`src/rtl/wbs_pkg.sv`:
```
package wbs_pkg;
  localparam int CFG_W = 3;

  typedef enum logic [CFG_W-1:0] {
    CFG_N16_LO = 3'd0,
    CFG_N16_HI = 3'd1,
    CFG_W32    = 3'd2
  } cfg_code_e;

  typedef struct packed {
    logic wide;
    logic hi_lane;
    logic big;
    logic err;
  } beat_mode_t;
endpackage

```
`src/rtl/wbs_cfg_dec.sv`:
```
module wbs_cfg_dec
  import wbs_pkg::*;
(
  input  logic [CFG_W-1:0] code_i,
  output logic             wide_o,
  output logic             hi_lane_o,
  output logic             force_le_o,
  output logic             err_o
);
  always_comb begin
    wide_o     = 1'b1;
    hi_lane_o  = 1'b0;
    force_le_o = 1'b0;
    err_o      = 1'b0;
    case (code_i)
      CFG_N16_LO: wide_o = 1'b0;
      CFG_N16_HI: begin
        wide_o    = 1'b0;
        hi_lane_o = 1'b1;
      end
      CFG_W32: wide_o = 1'b1;
      default: begin
        // reserved: fall back to 32-bit little-endian
        force_le_o = 1'b1;
        err_o      = 1'b1;
      end
    endcase
  end
endmodule

```
`src/rtl/wbs_ctrl.sv`:
```
module wbs_ctrl #(
  parameter int N_NARROW = 4,
  parameter int N_WIDE   = 2,
  localparam int IDX_W   = $clog2(N_NARROW)
) (
  input  logic             clk_i,
  input  logic             rst_ni,
  input  logic             accept_i,
  input  logic             take_i,
  input  logic             wide_i,
  output logic             busy_o,
  output logic [IDX_W-1:0] beat_o,
  output logic             last_o
);
  logic [IDX_W-1:0] final_idx;

  assign final_idx = wide_i ? IDX_W'(N_WIDE - 1) : IDX_W'(N_NARROW - 1);
  assign last_o    = busy_o && (beat_o == final_idx);

  always_ff @(posedge clk_i or negedge rst_ni) begin
    if (!rst_ni) begin
      busy_o <= 1'b0;
      beat_o <= '0;
    end else if (accept_i) begin
      busy_o <= 1'b1;
      beat_o <= '0;
    end else if (take_i) begin
      if (last_o) begin
        busy_o <= 1'b0;
        beat_o <= '0;
      end else begin
        beat_o <= beat_o + 1'b1;
      end
    end
  end
endmodule

```
`src/rtl/wbs_slice.sv`:
```
module wbs_slice #(
  parameter int IN_W     = 64,
  parameter int LANE_W   = 32,
  parameter int NARROW_W = 16,
  localparam int IN_B     = IN_W / 8,
  localparam int LANE_B   = LANE_W / 8,
  localparam int NARROW_B = NARROW_W / 8,
  localparam int N_NARROW = IN_W / NARROW_W,
  localparam int N_WIDE   = IN_W / LANE_W,
  localparam int RATIO    = LANE_W / NARROW_W,
  localparam int IDX_W    = $clog2(N_NARROW)
) (
  input  logic [IN_W-1:0]   data_i,
  input  logic [IN_B-1:0]   be_i,
  input  logic [IDX_W-1:0]  beat_i,
  input  logic              wide_i,
  input  logic              big_i,
  input  logic              hi_lane_i,
  output logic [LANE_W-1:0] data_o,
  output logic [LANE_B-1:0] be_o
);
  logic [IDX_W-1:0]  n_last, pos, unit;
  logic [LANE_W-1:0] shd, nar_d;
  logic [LANE_B-1:0] shb, nar_b;

  always_comb begin
    n_last = wide_i ? IDX_W'(N_WIDE - 1) : IDX_W'(N_NARROW - 1);
    // big-endian walks slices from the top down
    pos    = big_i ? n_last - beat_i : beat_i;
    unit   = wide_i ? IDX_W'(pos * RATIO) : pos;
    shd    = LANE_W'(data_i >> (unit * NARROW_W));
    shb    = LANE_B'(be_i >> (unit * NARROW_B));
    nar_d  = LANE_W'(shd[NARROW_W-1:0]);
    nar_b  = LANE_B'(shb[NARROW_B-1:0]);
    if (wide_i) begin
      data_o = shd;
      be_o   = shb;
    end else if (hi_lane_i) begin
      data_o = nar_d << (LANE_W - NARROW_W);
      be_o   = nar_b << (LANE_B - NARROW_B);
    end else begin
      data_o = nar_d;
      be_o   = nar_b;
    end
  end
endmodule

```
`src/rtl/wdata_beat_splitter.sv`:
```
module wdata_beat_splitter
  import wbs_pkg::*;
#(
  parameter int IN_W     = 64,
  parameter int LANE_W   = 32,
  parameter int NARROW_W = 16,
  parameter int NUM_CS   = 2,
  localparam int IN_B     = IN_W / 8,
  localparam int LANE_B   = LANE_W / 8,
  localparam int N_NARROW = IN_W / NARROW_W,
  localparam int N_WIDE   = IN_W / LANE_W,
  localparam int IDX_W    = $clog2(N_NARROW),
  localparam int CS_W     = (NUM_CS > 1) ? $clog2(NUM_CS) : 1
) (
  input  logic                    clk_i,
  input  logic                    rst_ni,
  input  logic                    in_valid_i,
  output logic                    in_ready_o,
  input  logic [IN_W-1:0]         in_data_i,
  input  logic [IN_B-1:0]         in_be_i,
  input  logic                    in_big_endian_i,
  input  logic [CS_W-1:0]         in_cs_i,
  input  logic [NUM_CS*CFG_W-1:0] cfg_i,
  output logic                    beat_valid_o,
  input  logic                    beat_ready_i,
  output logic [LANE_W-1:0]       beat_data_o,
  output logic [LANE_B-1:0]       beat_be_o,
  output logic                    beat_last_o,
  output logic                    cfg_err_o
);
  logic [NUM_CS-1:0] dec_wide, dec_hi, dec_fle, dec_err;

  for (genvar g = 0; g < NUM_CS; g++) begin : g_dec
    wbs_cfg_dec u_dec (
      .code_i     (cfg_i[g*CFG_W +: CFG_W]),
      .wide_o     (dec_wide[g]),
      .hi_lane_o  (dec_hi[g]),
      .force_le_o (dec_fle[g]),
      .err_o      (dec_err[g])
    );
  end

  beat_mode_t       mode_d, mode_q;
  logic [IN_W-1:0]  data_q;
  logic [IN_B-1:0]  be_q;
  logic             busy, accept, take, last;
  logic [IDX_W-1:0] beat_idx;
  logic [LANE_W-1:0] sl_data;
  logic [LANE_B-1:0] sl_be;

  assign in_ready_o = ~busy;
  assign accept     = in_valid_i & in_ready_o;
  assign take       = busy & beat_ready_i;

  always_comb begin
    mode_d.wide    = dec_wide[in_cs_i];
    mode_d.hi_lane = dec_hi[in_cs_i];
    mode_d.big     = in_big_endian_i & ~dec_fle[in_cs_i];
    mode_d.err     = dec_err[in_cs_i];
  end

  always_ff @(posedge clk_i or negedge rst_ni) begin
    if (!rst_ni) begin
      data_q <= '0;
      be_q   <= '0;
      mode_q <= '0;
    end else if (accept) begin
      data_q <= in_data_i;
      be_q   <= in_be_i;
      mode_q <= mode_d;
    end
  end

  wbs_ctrl #(
    .N_NARROW (N_NARROW),
    .N_WIDE   (N_WIDE)
  ) u_ctrl (
    .clk_i    (clk_i),
    .rst_ni   (rst_ni),
    .accept_i (accept),
    .take_i   (take),
    .wide_i   (mode_q.wide),
    .busy_o   (busy),
    .beat_o   (beat_idx),
    .last_o   (last)
  );

  wbs_slice #(
    .IN_W     (IN_W),
    .LANE_W   (LANE_W),
    .NARROW_W (NARROW_W)
  ) u_slice (
    .data_i    (data_q),
    .be_i      (be_q),
    .beat_i    (beat_idx),
    .wide_i    (mode_q.wide),
    .big_i     (mode_q.big),
    .hi_lane_i (mode_q.hi_lane),
    .data_o    (sl_data),
    .be_o      (sl_be)
  );

  assign beat_valid_o = busy;
  assign beat_data_o  = busy ? sl_data : '0;
  assign beat_be_o    = busy ? sl_be : '0;
  assign beat_last_o  = last;
  assign cfg_err_o    = busy & mode_q.err;
endmodule

```
`config.mk`:
```
export PLATFORM = sky130hd
export DESIGN_NAME = wdata_beat_splitter
export DESIGN_NICKNAME = d
export VERILOG_FILES = /design/src/rtl/wbs_pkg.sv /design/src/rtl/wbs_cfg_dec.sv /design/src/rtl/wbs_ctrl.sv /design/src/rtl/wbs_slice.sv /design/src/rtl/wdata_beat_splitter.sv
export SDC_FILE = /design/constraint.sdc
export NUM_CORES = 1
export LEC_CHECK = 0
export ABC_CLOCK_PERIOD_IN_PS = 2500
export CORE_ASPECT_RATIO = 1.2
export CORE_UTILIZATION = 30
export CTS_CLUSTER_SIZE = 25
export DETAILED_ROUTE_END_ITERATION = 10
export HOLD_SLACK_MARGIN = 0.05
export PLACE_DENSITY = 0.58
export SLEW_MARGIN = 20
export SYNTH_ARGS = -nofsm -noshare
export SYNTH_HDL_FRONTEND = slang
export SYNTH_HIERARCHICAL = 1
export SYNTH_SLANG_ARGS = --single-unit
export TNS_END_PERCENT = 100
```
`constraint.sdc`:
```
create_clock -name clk_i -period 2.5 [get_ports clk_i]
set_clock_uncertainty 0.2 [all_clocks]
set_input_delay 0.375 -clock clk_i [delete_from_list [all_inputs] [get_ports clk_i]]
set_output_delay 0.375 -clock clk_i [all_outputs]
set_load 0.005 [all_outputs]
```
# Word level (Yosys, flattened, before mapping)
# Cells that the tools add are included.
# Widths: inputs -> output; s select.
# op_classes
add_sub_neg,2
n_lt_le_gt_ge,1
eq_ne,5
shift,2
muxes,27
n_bitwise,6
reduce_logical,10
# ops
op,count
$mux 32,3
$shr 64x6->32,1
$mux 1,15
$mux 2,6
$mux 4,3
$shr 8x3->4,1
$eq 3x1->1 const B,2
$eq 3x2->1 const B,2
$logic_not 3->1,2
$reduce_or 3->1,2
$and 1x1->1,4
$reduce_bool 2->1,2
$reduce_or 2->1,2
$add 2x1->2 const B,1
$eq 2x2->1,1
$lt 1x2->1 const B,1
$not 1->1,2
$reduce_and 2->1,1
$sub 2x2->2,1
$logic_and 1x1->1,1
# word_totals
regBits,79
in_bits,84
out_inout_bits,40
word_cells,61

# Longest topological paths before layout
# depth
word_depth,8
depth_mapped,8
depth_no_buf,5

# Modules after synthesis
# Netlist, hierarchy kept.
# modules_own_cells
module,n_inst,cells_each,area_each_um2,seq_area_each_um2
wdata_beat_splitter,1,211,3271.9,1901.8
wbs_slice,1,143,1527.7,0.0
wbs_ctrl,1,15,156.4,75.1
wbs_cfg_dec,2,4,30.0,0.0

# Worst setup path after synthesis
# OpenSTA, ideal clock, no wires.
# synth_timing
path_type,flip-flop to output port
start,register u_ctrl.beat_o[0]
end,output beat_data_o[10]
arrival_time_ps,1984
required_ps,1925
slack_ps,-59
path_stages_with_launch,8
n_path_buf,2
path_cell_list,dfrtp_1 -> mux2i_1 -> xnor2_1 -> buf_6 -> buf_6 -> mux4_1 -> and2_1 -> and2_1
# synth_between
elab_chain_cells,7
# synth_lines
element,line_no,rtl
"start, declared",wbs_ctrl.sv:12,"output logic [IDX_W-1:0] beat_o,"
"start signal, assigned",wbs_ctrl.sv:32,beat_o <= beat_o + 1'b1;
$sub 2x2->2,wbs_slice.sv:29,pos = big_i ? n_last - beat_i : beat_i;
$mux 2 *,wbs_slice.sv:29,
$mux 2 *,wbs_slice.sv:30,unit = wide_i ? IDX_W'(pos * RATIO) : pos;
$shr 64x6->32 *,wbs_slice.sv:31,shd = LANE_W'(data_i >> (unit * NARROW_W));
$mux 32,wbs_slice.sv:38,end else if (hi_lane_i) begin
$mux 32 *,wbs_slice.sv:35,if (wide_i) begin
via sl_data[10],wdata_beat_splitter.sv:48,logic [LANE_W-1:0] sl_data;
$mux 32 *,wdata_beat_splitter.sv:104,assign beat_data_o = busy ? sl_data : '0;
"end, declared",wdata_beat_splitter.sv:26,"output logic [LANE_W-1:0] beat_data_o,"
# The timed path passes the listed nets; every way through them passes the cells marked *.

# Final worst setup path
# layout_timing
start,register mode_q[3] in the netlist's numbering
end,output beat_be_o[0]
# layout_between
elab_chain_cells,8
# layout_lines
element,line_no,rtl
"start, declared",wdata_beat_splitter.sv:43,"beat_mode_t mode_d, mode_q;"
"start signal, assigned",wdata_beat_splitter.sv:70,mode_q <= mode_d;
$mux 2,wbs_slice.sv:27,n_last = wide_i ? IDX_W'(N_WIDE - 1) : IDX_W'(N_NARROW - 1);
$sub 2x2->2,wbs_slice.sv:29,
$mux 2,wbs_slice.sv:29,
$mux 2,wbs_slice.sv:30,
$shr 8x3->4,wbs_slice.sv:32,shb = LANE_B'(be_i >> (unit * NARROW_B));
$mux 4,wbs_slice.sv:38,
$mux 4 *,wbs_slice.sv:35,
via sl_be[0],wdata_beat_splitter.sv:49,logic [LANE_B-1:0] sl_be;
$mux 4 *,wdata_beat_splitter.sv:105,assign beat_be_o = busy ? sl_be : '0;
"end, declared",wdata_beat_splitter.sv:27,"output logic [LANE_B-1:0] beat_be_o,"
# Marked as above.

==> results.yml <==
critical_path:
  start_kind: "flip-flop"
  crit_type: "flip-flop to output port"
  arrival_ps: 2440
  worstPathRequired_ps: 1920
  critPathCaptureType: "output port"
  path_max_fanout: 5
clock_tree:
  clkTransAtPathRegs_ps: 60
  clockBufferDepth: 2
  clk_latency_ps: 340
  cts_root_buf: "clkbuf_16"
  cts_htree_levels: 3
  cts_tree: "yes"
  cts-buffers-inserted: 9
  cts.sinks: 79
final_layout:
  finalNetCount: 650
  drive_gt1_share_pct: 56.0
  syn2layout_area_growth_pct: 53.8
  n_antenna_cell: 0
  finalNonFillerCells: 783
power_and_ir_drop:
  pwr-share-comb_pct: 68.0
  pwr-share-seq_pct: 21.8
  power.density_mw_per_mm2: 1580
  intPower_mw: 8.15
  power_switching_mw: 4.04
  swShare_pct: 33.2
  p_clk_share_pct: 10.2
  ir_drop_uv: 552
  p_leak_nw: 3.25
logic_synthesis:
  syn-num-nets: 461
  syn_avg_cell_area_sq_um: 13.3
  synthesis.area_sq_mm: 0.00502
  synth.area.top_cells: "dfrtp_1, mux2_2, mux2_4"
  yosys_warnings: 6
  ys_seq_area_share_pct: 39.4
  synthCells: 377
  synth-seq-cells: 79
  yosys.area.top_type_share_pct: 39.4
  yosysUniqueCellTypes: 34
  synth.largest_area_cell: "dfrtp_1"
timing:
  hold_violations: 0
  max_freq_ghz: 0.332
  slew_violations: 0
  rsz0062_at_grt: "true"
  hold_slack_ps: 318
  finalSetupTns_ps: -14700
  setup_violations: 36
  relSlewSlack_pct: 70.5
  worst_pin_slew_ps: 443
  layout_setup_ws_ps: -515
  fin_crit_sh_pct: 121
  finalCriticalPeriod_ps: 3010
routing:
  wire_per_inst_um: 18.7
  vias_per_cell: 4.84
  ant_nets: 0
  finalWirelength_mm: 14.7
  drt_iter0_markers: 135
  drc_errors: 0
  vias: 3791
  dr.pass1.iters: 4
global_routing:
  track_usage_pct: 17.4
  grt_first_pass_wirelength_mm: 22.6
  grt_pass1_vias: 4088
  grt_overflow_total: 0
  antenna_found_initial: 0
  grt_start_max_net_pins: 80
die:
  dieArea_sq_mm: 0.0172
  initial_core_util_pct: 30.8
  die-height_um: 144
  fp.dieW_um: 120
  io_pins: 124
  core_area_sq_mm: 0.0163
  fp-row-count: 51
placed_design:
  place.gp.congestion: 0.751
  place_hpwl_mm: 9.36
  placed_cells: 711
  port_buffers: 123
flow_run:
  cap_violations: 0
status:
  violations: "setup timing"
  status: "finished, violations left"
min_path:
  hold_class: "flip-flop to flip-flop"
==> power by group through the flow <==
stage	Clock [mW]	Sequential, mW	Combinational (mW)
global placement	0	2.52	6.16
global route	1.33	2.76	8.84
finish	1.24	2.66	8.29
CTS	1.28	2.60	7.68
floorplan	0	2.35	4.05
detailed placement	0	2.58	6.25
==> Yosys cell counts <==
library cell  count
mux4_1            8
nand3b_1          1
buf_2             6
nand2_1          19
buf_4             2
o221ai_1         16
mux2i_1          33
nor2b_1           2
clkbuf_1          9
mux2_2           67
and2b_2           1
or2_2             1
mux2_4           30
xor2_4            1
a22o_1            3
a21o_2            2
mux4_2           10
a41oi_1           1
inv_1             3
nand2b_1          1
buf_8             3
and3_1            1
o22ai_1           1
and2_1           56
buf_6             5
and2b_1           1
nor2_1            2
or2_1             2
and4bb_1          1
buf_12            5
dfrtp_1          79
xor2_1            1
nor3b_1           2
xnor2_1           2
==> through the flow <==
stage / setup slack, ps / total power, mW / utilization (%) / instance area [sq um]
2_1_floorplan: -42.6 / 6.40 / - / 5020
3_3_place_gp: -506 / 8.68 / 40.3 / 6550
3_5_place_dp: -535 / 8.83 / 40.3 / 6550
4_1_cts: -521 / 11.6 / 46.0 / 7480
5_1_grt: -612 / 12.9 / 47.4 / 7710
6_report: -515 / 12.2 / 47.4 / 7710
==> path summary, 6_finish.rpt <==
kind                                    end  slack, ps     startpoint  cells after the start
hold reg to reg                   mode_q[0]        320      mode_q[0]                      1
min in group asynchronous         mode_q[0]        410         rst_ni                      3
setup / recovery               beat_be_o[0]       -510      mode_q[3]                      9
hold / removal                    mode_q[0]        320      mode_q[0]                      1
max in group asynchronous  u_ctrl/beat_o[0]       1340         rst_ni                      3
setup reg to reg                 data_q[61]        440  u_ctrl/busy_o                      4
==> worst max-delay path, cell delays in order, from the launching register on <==
cell     delay (ps)
dfrtp_1         400
buf_4           140
buf_6           110
and2b_4         330
buf_6           120
buf_6            90
mux4_2          490
and2_4          170
and2_4          150
buf_6           110
==> timing repair <==
action,CTS,global route
gates resized for setup,244,41
endpoints found under the setup margin,37,37
setup buffers,45,8
pin swaps,54,13
endpoints found under the hold margin,79,0
hold buffers,1,0
gates cloned,5,3
==> final cells by class <==
| cell class | instances | area [sq um] |
|---|---|---|
| tap | 212 | 265 |
| inverter | 3 | 11.3 |
| fill | 1456 | 8560 |
| clock buffer | 13 | 260 |
| timing repair buffer | 207 | 2180 |
| sequential | 79 | 1980 |
| multi-input combinational | 266 | 3000 |
| clock inverter | 3 | 17.5 |
==> state kept, by name, summed over array words and instances (netlist names) <==
register and count:
data_q 64, be_q 8, mode_q 4, u_ctrl/beat_o 2, u_ctrl/busy_o 1
==> kinds of logic (layout without fill, tap and decap cells) <==
family	Yosys count	count (layout)	synth area share, %
xor gates and xnor gates	4	4	1.07
DFF	79	79	39.4
AOI/OAI and AO/OA	23	23	3.97
buffers and inverters	33	226	5.81
muxes	148	148	39.3
and+or+nand+nor	90	91	10.5
==> layout by cell type (no fill, tap or decap), drive strengths merged <==
master / Yosys / layout
buf: 21 / 118
mux2: 97 / 97
clkdlybuf4s50: 0 / 85
dfrtp: 79 / 79
and2: 56 / 56
mux2i: 33 / 33
nand2: 19 / 19
mux4: 18 / 18
o221ai: 16 / 16
clkbuf: 9 / 15
or2: 3 / 4
inv: 3 / 3
a22o: 3 / 3
clkinv: 0 / 2
nor3b: 2 / 2
a21o: 2 / 2
nor2: 2 / 2
nor2b: 2 / 2
xor2: 2 / 2
and2b: 2 / 2
xnor2: 2 / 2
nand3b: 1 / 1
o22ai: 1 / 1
clkinvlp: 0 / 1
dlygate4sd3: 0 / 1
dlygate4sd2: 0 / 1
and3: 1 / 1
a41oi: 1 / 1
and4bb: 1 / 1
nand2b: 1 / 1
==> metal layers <==
| layer | vias to the layer above | GRT usage (%) | part of all wire, % |
|---|---|---|---|
| met5 | - | 0 | 0 |
| met4 | 0 | 7.37 | 1.6 |
| met3 | 16 | 2.70 | 3.9 |
| met2 | 96 | 29.1 | 50 |
| met1 | 1917 | 22.4 | 44 |
| li1 | 1762 | - | - |
No activity file was read; power rests on OpenSTA's default activity.
